===== src/rtl/usb_setup_pkg.sv =====
package usb_setup_pkg;
   typedef enum logic [2:0] {
      REG_DATA   = 3'd0,
      REG_CTRL   = 3'd1,
      REG_STATUS = 3'd2,
      REG_LEVEL  = 3'd3,
      REG_PEND   = 3'd4,
      REG_EN     = 3'd5,
      REG_ADDR   = 3'd6
   } reg_sel_e;

   localparam int EV_READY       = 0;
   localparam int EV_BUSRST      = 1;
   localparam int NUM_EV         = 2;
   localparam int CTRL_FLUSH_BIT = 5;
   localparam int DIR_BYTE       = 0;
   localparam int LEN_LO_BYTE    = 6;
endpackage


===== src/rtl/usb_setup_stage.sv =====
module usb_setup_stage #(
   parameter int DATA_W = 8,
   parameter int DEPTH  = 10,
   parameter int EP_W   = 4
)(
   input  logic                    clk,
   input  logic                    rst_n,
   input  logic                    abort,
   input  logic                    tok_valid,
   input  logic [EP_W-1:0]         tok_ep,
   input  logic                    rx_valid,
   input  logic [DATA_W-1:0]       rx_byte,
   input  logic                    rx_end,
   input  logic                    rx_crc_ok,
   output logic                    commit,
   output logic [DEPTH*DATA_W-1:0] stage_flat,
   output logic [EP_W-1:0]         stage_ep
);
   localparam int CNT_W = $clog2(DEPTH + 2);
   localparam logic [CNT_W-1:0] CNT_FULL = CNT_W'(DEPTH);
   localparam logic [CNT_W-1:0] CNT_OVER = CNT_W'(DEPTH + 1);

   logic             armed;
   logic [CNT_W-1:0] cnt;
   logic             take;

   // a byte is stored only inside an open packet and when nothing of higher rank happens
   assign take = armed && rx_valid && !abort && !tok_valid;

   always_ff @(posedge clk) begin
      if (!rst_n) begin
         armed    <= 1'b0;
         cnt      <= '0;
         stage_ep <= '0;
      end else if (abort) begin
         armed <= 1'b0;
         cnt   <= '0;
      end else if (tok_valid) begin
         armed    <= 1'b1;
         cnt      <= '0;
         stage_ep <= tok_ep;
      end else if (take) begin
         if (cnt != CNT_OVER) cnt <= cnt + 1'b1;
      end else if (rx_end) begin
         armed <= 1'b0;
      end
   end

   genvar g;
   generate
      for (g = 0; g < DEPTH; g++) begin : g_slot
         logic [DATA_W-1:0] q;
         always_ff @(posedge clk) begin
            if (!rst_n)                            q <= '0;
            else if (take && cnt == CNT_W'(g))     q <= rx_byte;
         end
         assign stage_flat[g*DATA_W +: DATA_W] = q;
      end
   endgenerate

   assign commit = armed && rx_end && !rx_valid && !abort && !tok_valid
                   && rx_crc_ok && (cnt == CNT_FULL);
endmodule


===== src/rtl/usb_setup_fifo.sv =====
module usb_setup_fifo #(
   parameter int DATA_W = 8,
   parameter int DEPTH  = 10
)(
   input  logic                    clk,
   input  logic                    rst_n,
   input  logic                    load,
   input  logic [DEPTH*DATA_W-1:0] load_flat,
   input  logic                    flush,
   input  logic                    pop,
   output logic [DATA_W-1:0]       head,
   output logic [$clog2(DEPTH+1)-1:0] level,
   output logic                    have
);
   localparam int PTR_W = $clog2(DEPTH + 1);
   localparam int LVL_W = $clog2(DEPTH + 1);

   logic [DEPTH*DATA_W-1:0] mem_flat;
   logic [PTR_W-1:0]        rd_ptr;

   genvar g;
   generate
      for (g = 0; g < DEPTH; g++) begin : g_cell
         logic [DATA_W-1:0] q;
         always_ff @(posedge clk) begin
            if (!rst_n)    q <= '0;
            else if (load) q <= load_flat[g*DATA_W +: DATA_W];
         end
         assign mem_flat[g*DATA_W +: DATA_W] = q;
      end
   endgenerate

   always_ff @(posedge clk) begin
      if (!rst_n || flush) begin
         rd_ptr <= '0;
         level  <= '0;
      end else if (load) begin
         rd_ptr <= '0;
         level  <= LVL_W'(DEPTH);
      end else if (pop && have) begin
         rd_ptr <= rd_ptr + 1'b1;
         level  <= level - 1'b1;
      end
   end

   assign have = (level != '0);

   always_comb begin
      head = '0;
      for (int i = 0; i < DEPTH; i++) begin
         if (have && rd_ptr == PTR_W'(i)) head = mem_flat[i*DATA_W +: DATA_W];
      end
   end
endmodule


===== src/rtl/usb_setup_events.sv =====
module usb_setup_events #(
   parameter int NUM_EV = 2
)(
   input  logic              clk,
   input  logic              rst_n,
   input  logic [NUM_EV-1:0] ev_set,
   input  logic              w1c_wr,
   input  logic [NUM_EV-1:0] w1c_mask,
   input  logic [NUM_EV-1:0] ev_kill,
   input  logic              en_wr,
   input  logic [NUM_EV-1:0] en_data,
   output logic [NUM_EV-1:0] pending,
   output logic [NUM_EV-1:0] enable,
   output logic              irq
);
   genvar g;
   generate
      for (g = 0; g < NUM_EV; g++) begin : g_ev
         logic q;
         always_ff @(posedge clk) begin
            if (!rst_n) q <= 1'b0;
            else        q <= ev_set[g] | (q & ~(w1c_wr & w1c_mask[g]) & ~ev_kill[g]);
         end
         assign pending[g] = q;
      end
   endgenerate

   always_ff @(posedge clk) begin
      if (!rst_n)     enable <= '0;
      else if (en_wr) enable <= en_data;
   end

   assign irq = |(pending & enable);
endmodule


===== src/rtl/usb_setup_capture.sv =====
module usb_setup_capture
   import usb_setup_pkg::*;
#(
   parameter int EP_W      = 4,
   parameter int ADDR_W    = 7,
   parameter int REQ_BYTES = 8,
   parameter int CRC_BYTES = 2,
   parameter int DATA_W    = 8
)(
   input  logic              clk,
   input  logic              rst_n,
   input  logic              tok_valid,
   input  logic [EP_W-1:0]   tok_ep,
   input  logic              rx_valid,
   input  logic [7:0]        rx_byte,
   input  logic              rx_end,
   input  logic              rx_crc_ok,
   input  logic              bus_reset,
   input  logic              reg_wr,
   input  logic              reg_rd,
   input  logic [2:0]        reg_addr,
   input  logic [7:0]        reg_wdata,
   output logic [7:0]        reg_rdata,
   output logic              hs_ack,
   output logic              stall_clr_valid,
   output logic [EP_W-1:0]   stall_clr_ep,
   output logic [ADDR_W-1:0] dev_addr,
   output logic              irq
);
   localparam int DEPTH = REQ_BYTES + CRC_BYTES;
   localparam int LVL_W = $clog2(DEPTH + 1);

   generate
      if (DATA_W != 8)          begin : g_bad_width  $error("register byte must be 8 bits"); end
      if (EP_W > 4 || EP_W < 1) begin : g_bad_ep     $error("endpoint field is 1..4 bits"); end
      if (REQ_BYTES < 8)        begin : g_bad_req    $error("request header needs 8 bytes"); end
      if (ADDR_W > DATA_W - 1)  begin : g_bad_addr   $error("address must fit a register"); end
   endgenerate

   logic                    ctrl_flush;
   logic                    commit;
   logic [DEPTH*DATA_W-1:0] stage_flat;
   logic [EP_W-1:0]         stage_ep;
   logic [DATA_W-1:0]       fifo_head;
   logic [LVL_W-1:0]        fifo_level;
   logic                    fifo_have;
   logic                    data_pop;
   logic [NUM_EV-1:0]       ev_pend;
   logic [NUM_EV-1:0]       ev_en;
   logic [NUM_EV-1:0]       ev_set;
   logic [NUM_EV-1:0]       ev_kill;
   logic [EP_W-1:0]         st_ep;
   logic                    st_dir;
   logic                    st_dstage;
   logic                    dec_dir;
   logic                    dec_dstage;

   assign ctrl_flush = reg_wr && (reg_addr == REG_CTRL) && reg_wdata[CTRL_FLUSH_BIT];
   assign data_pop   = reg_rd && (reg_addr == REG_DATA);

   usb_setup_stage #(.DATA_W(DATA_W), .DEPTH(DEPTH), .EP_W(EP_W)) u_stage (
      .clk(clk), .rst_n(rst_n), .abort(ctrl_flush),
      .tok_valid(tok_valid), .tok_ep(tok_ep),
      .rx_valid(rx_valid), .rx_byte(rx_byte), .rx_end(rx_end), .rx_crc_ok(rx_crc_ok),
      .commit(commit), .stage_flat(stage_flat), .stage_ep(stage_ep)
   );

   usb_setup_fifo #(.DATA_W(DATA_W), .DEPTH(DEPTH)) u_fifo (
      .clk(clk), .rst_n(rst_n), .load(commit), .load_flat(stage_flat),
      .flush(ctrl_flush), .pop(data_pop),
      .head(fifo_head), .level(fifo_level), .have(fifo_have)
   );

   always_comb begin
      ev_set            = '0;
      ev_set[EV_READY]  = commit;
      ev_set[EV_BUSRST] = bus_reset;
      ev_kill           = '0;
      ev_kill[EV_READY] = ctrl_flush;
   end

   usb_setup_events #(.NUM_EV(NUM_EV)) u_events (
      .clk(clk), .rst_n(rst_n), .ev_set(ev_set),
      .w1c_wr(reg_wr && (reg_addr == REG_PEND)), .w1c_mask(reg_wdata[NUM_EV-1:0]),
      .ev_kill(ev_kill),
      .en_wr(reg_wr && (reg_addr == REG_EN)), .en_data(reg_wdata[NUM_EV-1:0]),
      .pending(ev_pend), .enable(ev_en), .irq(irq)
   );

   // header decode: direction from bit 7 of byte 0, data stage from the 16-bit length
   assign dec_dir    = stage_flat[DIR_BYTE*DATA_W + DATA_W - 1];
   assign dec_dstage = |stage_flat[LEN_LO_BYTE*DATA_W +: 2*DATA_W];

   always_ff @(posedge clk) begin
      if (!rst_n || ctrl_flush) begin
         st_ep     <= '0;
         st_dir    <= 1'b0;
         st_dstage <= 1'b0;
      end else if (commit) begin
         st_ep     <= stage_ep;
         st_dir    <= dec_dir;
         st_dstage <= dec_dstage;
      end
   end

   always_ff @(posedge clk) begin
      if (!rst_n) begin
         hs_ack          <= 1'b0;
         stall_clr_valid <= 1'b0;
         stall_clr_ep    <= '0;
      end else begin
         hs_ack          <= commit;
         stall_clr_valid <= commit;
         if (commit) stall_clr_ep <= stage_ep;
      end
   end

   always_ff @(posedge clk) begin
      if (!rst_n || bus_reset)                    dev_addr <= '0;
      else if (reg_wr && reg_addr == REG_ADDR)    dev_addr <= reg_wdata[ADDR_W-1:0];
   end

   always_comb begin
      case (reg_sel_e'(reg_addr))
         REG_DATA:   reg_rdata = fifo_head;
         REG_STATUS: reg_rdata = {st_dstage, st_dir, irq, fifo_have, 4'(st_ep)};
         REG_LEVEL:  reg_rdata = 8'({bus_reset, fifo_have});
         REG_PEND:   reg_rdata = 8'(ev_pend);
         REG_EN:     reg_rdata = 8'(ev_en);
         REG_ADDR:   reg_rdata = 8'(dev_addr);
         default:    reg_rdata = '0;
      endcase
   end
endmodule


===== config.mk =====
export PLATFORM = sky130hd
export DESIGN_NAME = usb_setup_capture
export DESIGN_NICKNAME = d
export VERILOG_FILES = /design/src/rtl/usb_setup_pkg.sv /design/src/rtl/usb_setup_stage.sv /design/src/rtl/usb_setup_fifo.sv /design/src/rtl/usb_setup_events.sv /design/src/rtl/usb_setup_capture.sv
export SDC_FILE = /design/constraint.sdc
export NUM_CORES = 1
export LEC_CHECK = 0
export BUFFER_PORTS_ARGS = -buffer_cell sky130_fd_sc_hd__buf_2
export CAP_MARGIN = 5
export CELL_PAD_IN_SITES_DETAIL_PLACEMENT = 1
export CELL_PAD_IN_SITES_GLOBAL_PLACEMENT = 1
export CORE_MARGIN = 5
export CORE_UTILIZATION = 45
export DETAILED_ROUTE_END_ITERATION = 16
export PLACE_DENSITY_LB_ADDON = 0.1
export SLEW_MARGIN = 0
export SYNTH_ARGS = -nofsm -noshare
export SYNTH_HDL_FRONTEND = slang
export SYNTH_SLANG_ARGS = --single-unit

===== constraint.sdc =====
create_clock -name clk -period 2.3 [get_ports clk]
set_input_delay 0.115 -clock clk [delete_from_list [all_inputs] [get_ports clk]]
set_output_delay 0.115 -clock clk [all_outputs]
set_load 0.01 [all_outputs]

# Word-level counts from Yosys, hierarchy flattened
# Index checks and enable logic that the tools add are counted.
# totals
regBits	199
word_cells	149
# classes
addsub	3
eq_ne	27
mux	16
bitwise_logic	12
reduce_logical	56
# op_table
op	n
8-bit 2-to-1 mux	10
8-bit one-hot mux with 6 select lines	1
1-bit logical AND	36
4-bit by 3-bit == test with 1-bit output (second input constant)	8
4-bit == test (second input constant)	5
4-bit by 2-bit == test with 1-bit output (second input constant)	4
16-bit OR reduction	1
3-bit == test (second input constant)	3
4-bit by 1-bit adder with 4-bit output (second input constant)	2
4-bit by 1-bit == test with 1-bit output (second input constant)	2
4-bit zero test	2
4-bit 2-to-1 mux	2
3-bit by 2-bit == test with 1-bit output (second input constant)	2
2-bit AND reduction	3
2-bit OR reduction	3
1-bit AND	5
1-bit zero test	4
4-bit inequality test (second input constant)	1
1-bit NOT	4
2-bit nonzero test	2
4-bit nonzero test	1
4-bit by 1-bit subtractor with 4-bit output (second input constant)	1
3-bit by 1-bit == test with 1-bit output (second input constant)	1
3-bit zero test	1
other kinds (6)	10

# Depth between registers and ports, before layout
# depth
word_depth	13
mapped_depth	11

# Cells and area by module
# From an unflattened synthesis, not the netlist that was laid out.
# hier_totals
cells_unflattened	921
hier_area_um2	9051.2
# modules_own_cells
module	instances	cells_each	area_each_um2
usb_setup_fifo	1	458	4421.7
usb_setup_stage	1	326	3409.5
usb_setup_capture	1	120	1046.0
usb_setup_events	1	17	173.9

# Least setup slack after synthesis
# OpenSTA, ideal clock, no wires.
# synth_path
path_type	reg-to-output
from	reg u_fifo.rd_ptr[0]
to	out reg_rdata[0]
t_arrival_ps	1813
required_time_ps	2185
path_slack_ps	372
path_stages_with_launch	8
path_buffers	2
cell_sequence	dfxtp_1 -> ha_1 -> clkbuf_1 -> clkbuf_1 -> a21oi_1 -> o21ai_0 -> a221oi_1 -> o311ai_0
# synth_between
elab_chain_len	13
elab_cells_between_ends	31
# synth_rtl
item	line_no	text
start, declared	usb_setup_fifo.sv:19	logic [PTR_W-1:0] rd_ptr;
start signal, assigned	usb_setup_fifo.sv:41	rd_ptr <= rd_ptr + 1'b1;
4-bit zero test	usb_setup_fifo.sv:51	if (have && rd_ptr == PTR_W'(i)) head = mem_flat[i*DATA_W +: DATA_W];
1-bit logical AND	usb_setup_fifo.sv:51	
8-bit 2-to-1 mux (9 in series)	usb_setup_fifo.sv:51	
8-bit 2-to-1 mux (*)	usb_setup_fifo.sv:51	
8-bit one-hot mux with 6 select lines (*)	usb_setup_capture.sv:124	case (reg_sel_e'(reg_addr))
end, declared	usb_setup_capture.sv:23	output logic [7:0] reg_rdata,
# Mark *: on every way between the ends. The rest lies on a longest branch, timed or not.

# Worst setup path after layout
# layout_path
from	reg u_fifo.rd_ptr[0]
to	out reg_rdata[4]
# Same word-level chain as after synthesis.

==> results.md <==
* Largest family of logic cells by synthesized area: simple AND/OR/NAND/NOR gates
* Slowest cell on the critical path: dfxtp_4
* CTS tree: yes
* RD Place Congestion at a little under 0.9
* Mean Syn Cell Area at roughly 8.6 sq um
* Syn nets at between 1000 and 1500
* Post-synthesis adder-cell area fraction at 0.01376
* Simple-gate share of the synthesized area at 0.2468
* Crit-path max cell delay at around 0.40 ns
* Via Count at 7732
* Worst path bufs/invs at 3
* Share of layout cells above drive strength 1 at 0.2710
* Initial DRC count at around 450
* Fin Hold WS at around 0.014 ns
* Synth cell types at 68
* Drt wl/cell at between 15 and 20 microns
* Tightest Hold Check Type: primary input to register
* Worst Path Required at 2.18 ns
* Core box area at around 20000 sq um
* Post-synthesis compound-gate area fraction at 0.2119
* P_int at about 5.0 mW
* Vias in the first global route at 7868
* Drc violations at 0
* Starting Density at 0.4538
* Chip width at roughly 150 microns
* Setup TNS Final at -0.7136 ns
* Hold endpoint: u_stage.g_slot[0].q[3]
* CTS H-tree lvls at 4
* FF-to-FF End: u_fifo.g_cell[4].q[0]
* Pre-CTS WS at 0.009904 ns
* Crit end category: output port
* Antenna violations before repair at 0
* Critical Path Source Type: register
* Comb pwr share at 0.043
* Placed Instances at 1342
* Max Clock Freq at 412.1 MHz
* Final setup vio count at 8
* Filler-free cell count of the finished design at roughly 1400
* Inserted Diodes at 0
* Crit path max-delay family: compound AO/OA/AOI/OAI gates
* Crit-path cells: inv_4, ha_4, buf_6, or2_4, a221oi_2, o21ai_1, a31oi_1, o31ai_2, buf_2
* Post-synthesis mux area share at 0.02091
* Lkg Pwr at 3.831 nW
* DP HPWL at between 15000 and 20000 microns
* Synth top area cells: dfxtp_1 44%, nand2_1 9.9%, a21boi_2 5.1%, nand3_1 4.6%, a21boi_0 3.1%
* IO Pins at 54
* #FFs+latches synth at just under 200
* Clock-pin slew on the worst setup and hold paths at approximately 0.08 ns
* Share of total power in the clock network at 0.435
* Root Driver: clkbuf_16
* Post-synthesis sequential area ratio at 0.4381
* Ys async rst share at 0
* Maximum vdd ir drop at 0.4632 mV
* Relative slew slack at 0.5724
* # rows at between 50 and 60
* Drt total wl at ~28000 microns
* Net Sw Frac at 0.2460
* Max FO, Critical Path at 6
* CTS Buffer Depth at 2
* Die height at between 150 and 200 microns
* Min Tclk post-route at about 2.4 ns
* Max-cap violations at 0
* Die footprint at ~23000 sq um
* Total GRT Usage at 0.2391
* Pwr/cell area at approximately 600 nW/um^2
* Fin nets at about 1200
* Ys Warns at 0
* Synth Area in XOR/XNOR at 0.007705
* Status: finished with violations
* RSZ-0062 raised after global routing: yes
* Yosys top cell by area: dfxtp_1
* Clock skew at about 0.014 ns
* HP Start: rx_byte[3]
* DRT antenna net count at 0
* Layout area overhead at 18.11%
* Syn Std Cell Area at between 9000 and 10000 sq um
* Hold Crit Depth at 3
* Port buffer count at between 50 and 60
* Worst reg2reg setup slack at ~0.22 ns
* Post-Synthesis Cells at 1059
* Clock buffer count from CTS at 17
* Number of flops mapped to enable cells by yosys at 0
* Reg2Reg Depth at 8
* Final Cycle Share at 1.055
* Worst-Margin Slew at around 0.64 ns
* Total iterations of the first detailed-routing run at 4
* Max Transition Viols Final at 0
* Sw power at about 1.6 mW
* Hold violation total from the final report at 0
* Overflow after GRT at 0
* Sequential power share at 0.522
* Failing checks: setup timing
* Post-synth top area share at 0.4381
* Clk_lat worst skew at 0.45 ns
* Reg2Reg Launch Point: u_stage.cnt[0]
* Largest net degree at the start of global routing at 74
* Drt via density at around 5.5
* Setup CP Type: register to output port
* Clock sinks at slightly below 200
* Wire length of the first global-routing pass at between 40000 and 50000 microns
* Critical path arrival at 2.31 ns
* Synth Flop Type: dfxtp_1
* Total chip power at between 6 and 7 mW
* Final WS setup at -0.1267 ns
==> layout make-up <==
class	count	area (sq um)
clock inverters	13	111.4
clock buffers	18	439.2
multi-input cells	764	4841
inverters	12	50.05
flip-flops and latches	199	3994
fillers	2388	9299
repair buffers	123	967.2
well taps	270	337.8
==> placed cells by master (no fill, tap or decap), drive strengths merged, types with 8 or more instances in the layout <==
cell,n
a21boi,88
a21oi,25
a221oi,9
buf,111
clkbuf,18
dfxtp,199
dlygate4sd3,12
ha,10
inv,18
mux2i,19
nand2,280
nand2b,10
nand3,89
nand4,8
nor2,28
nor2b,11
o21ai,97
==> power by group through the flow <==
stage	sequential, mW	combinational [mW]	clock [mW]
floorplan	3.54	0.150	0
global placement	3.54	0.262	0
detailed placement	3.55	0.263	0
CTS	3.46	0.281	2.95
global route	3.46	0.307	3.09
finish	3.46	0.282	2.88
==> worst reg2reg max path: cells and delay by family, from the launching register on <==
kind	cells	cell delay, ns
and+or+nand+nor	4	0.79
DFF	1	0.41
buffers and inverters	2	0.36
adders and majority gates	1	0.24
AOI/OAI and AO/OA	1	0.21
==> layer usage <==
metal  share of wire  wire [microns]  track usage  up-vias
li1                -               -            -     3761
met1            0.47           13000       0.3268     3791
met4           0.018             495      0.07149        0
met2            0.47           12980       0.3891      153
met3           0.041            1142      0.04147       27
met5               0               0            0        -
==> kinds of logic (layout without fill, tap and decap cells) <==
group,count (synthesis),count (layout)
compound gates,262,262
xor+xnor,8,8
fa+ha+maj,10,10
buf+inv,96,166
flops,199,199
mux,19,19
simple gates,465,465
==> through the flow <==
stage / area [sq um] / utilization
after floorplan: 9094 / -
after global placement: 9635 / 0.4808
after detailed placement: 9635 / 0.4808
after CTS: 10650 / 0.5314
after global routing: 10740 / 0.5360
final: 10740 / 0.5360
==> synth_stat cells (4+ instances only) <==
library cell,instances
mux2i_1,19
a21oi_1,23
nor2_1,28
xnor2_1,6
a21boi_0,38
o211ai_1,6
inv_1,11
nand4_1,8
dfxtp_1,199
buf_2,20
nor4_1,5
nand3_1,83
buf_4,9
buf_12,5
o21ai_1,39
o21ai_0,42
a221oi_1,9
ha_1,10
nand2_2,40
and3_1,6
a21boi_1,9
clkbuf_1,39
o22ai_1,7
nand2_1,240
nor3_1,6
o21ai_2,16
nor2b_1,10
nand3_2,6
nand2b_1,10
buf_6,7
buf_1,4
a21boi_2,41
==> flip-flops by register name, summed over array words and instances, names as in the netlist, 4 cells and up <==
register / flops
u_fifo.g_cell.q: 80
u_stage.g_slot.q: 80
dev_addr: 7
st_ep: 4
stall_clr_ep: 4
u_fifo.level: 4
u_fifo.rd_ptr: 4
u_stage.cnt: 4
u_stage.stage_ep: 4
==> how the worst max path moves through the flow <==
stage,startpoint,endpoint,slack (ns),depth (start not counted)
final,u_fifo.rd_ptr[0],reg_rdata[4],-0.13,9
after global routing,u_fifo.rd_ptr[0],reg_rdata[4],-0.20,9
after CTS,u_fifo.rd_ptr[0],reg_rdata[1],-0.10,9
after detailed placement,u_fifo.rd_ptr[0],reg_rdata[0],0.01,6
after global placement,u_fifo.rd_ptr[0],reg_rdata[0],0.02,6
after floorplan,u_fifo.rd_ptr[0],reg_rdata[0],0.37,7
==> repair_timing <==
action                                  4_1_cts  5_1_grt
hold buffers                                 12        0
endpoints found under the hold margin        15        0
resized for setup                            68       14
endpoints found under the setup margin        8        8
setup buffers                                11        3
pin swaps                                    27       13
Power figures use the tool's default switching activity.
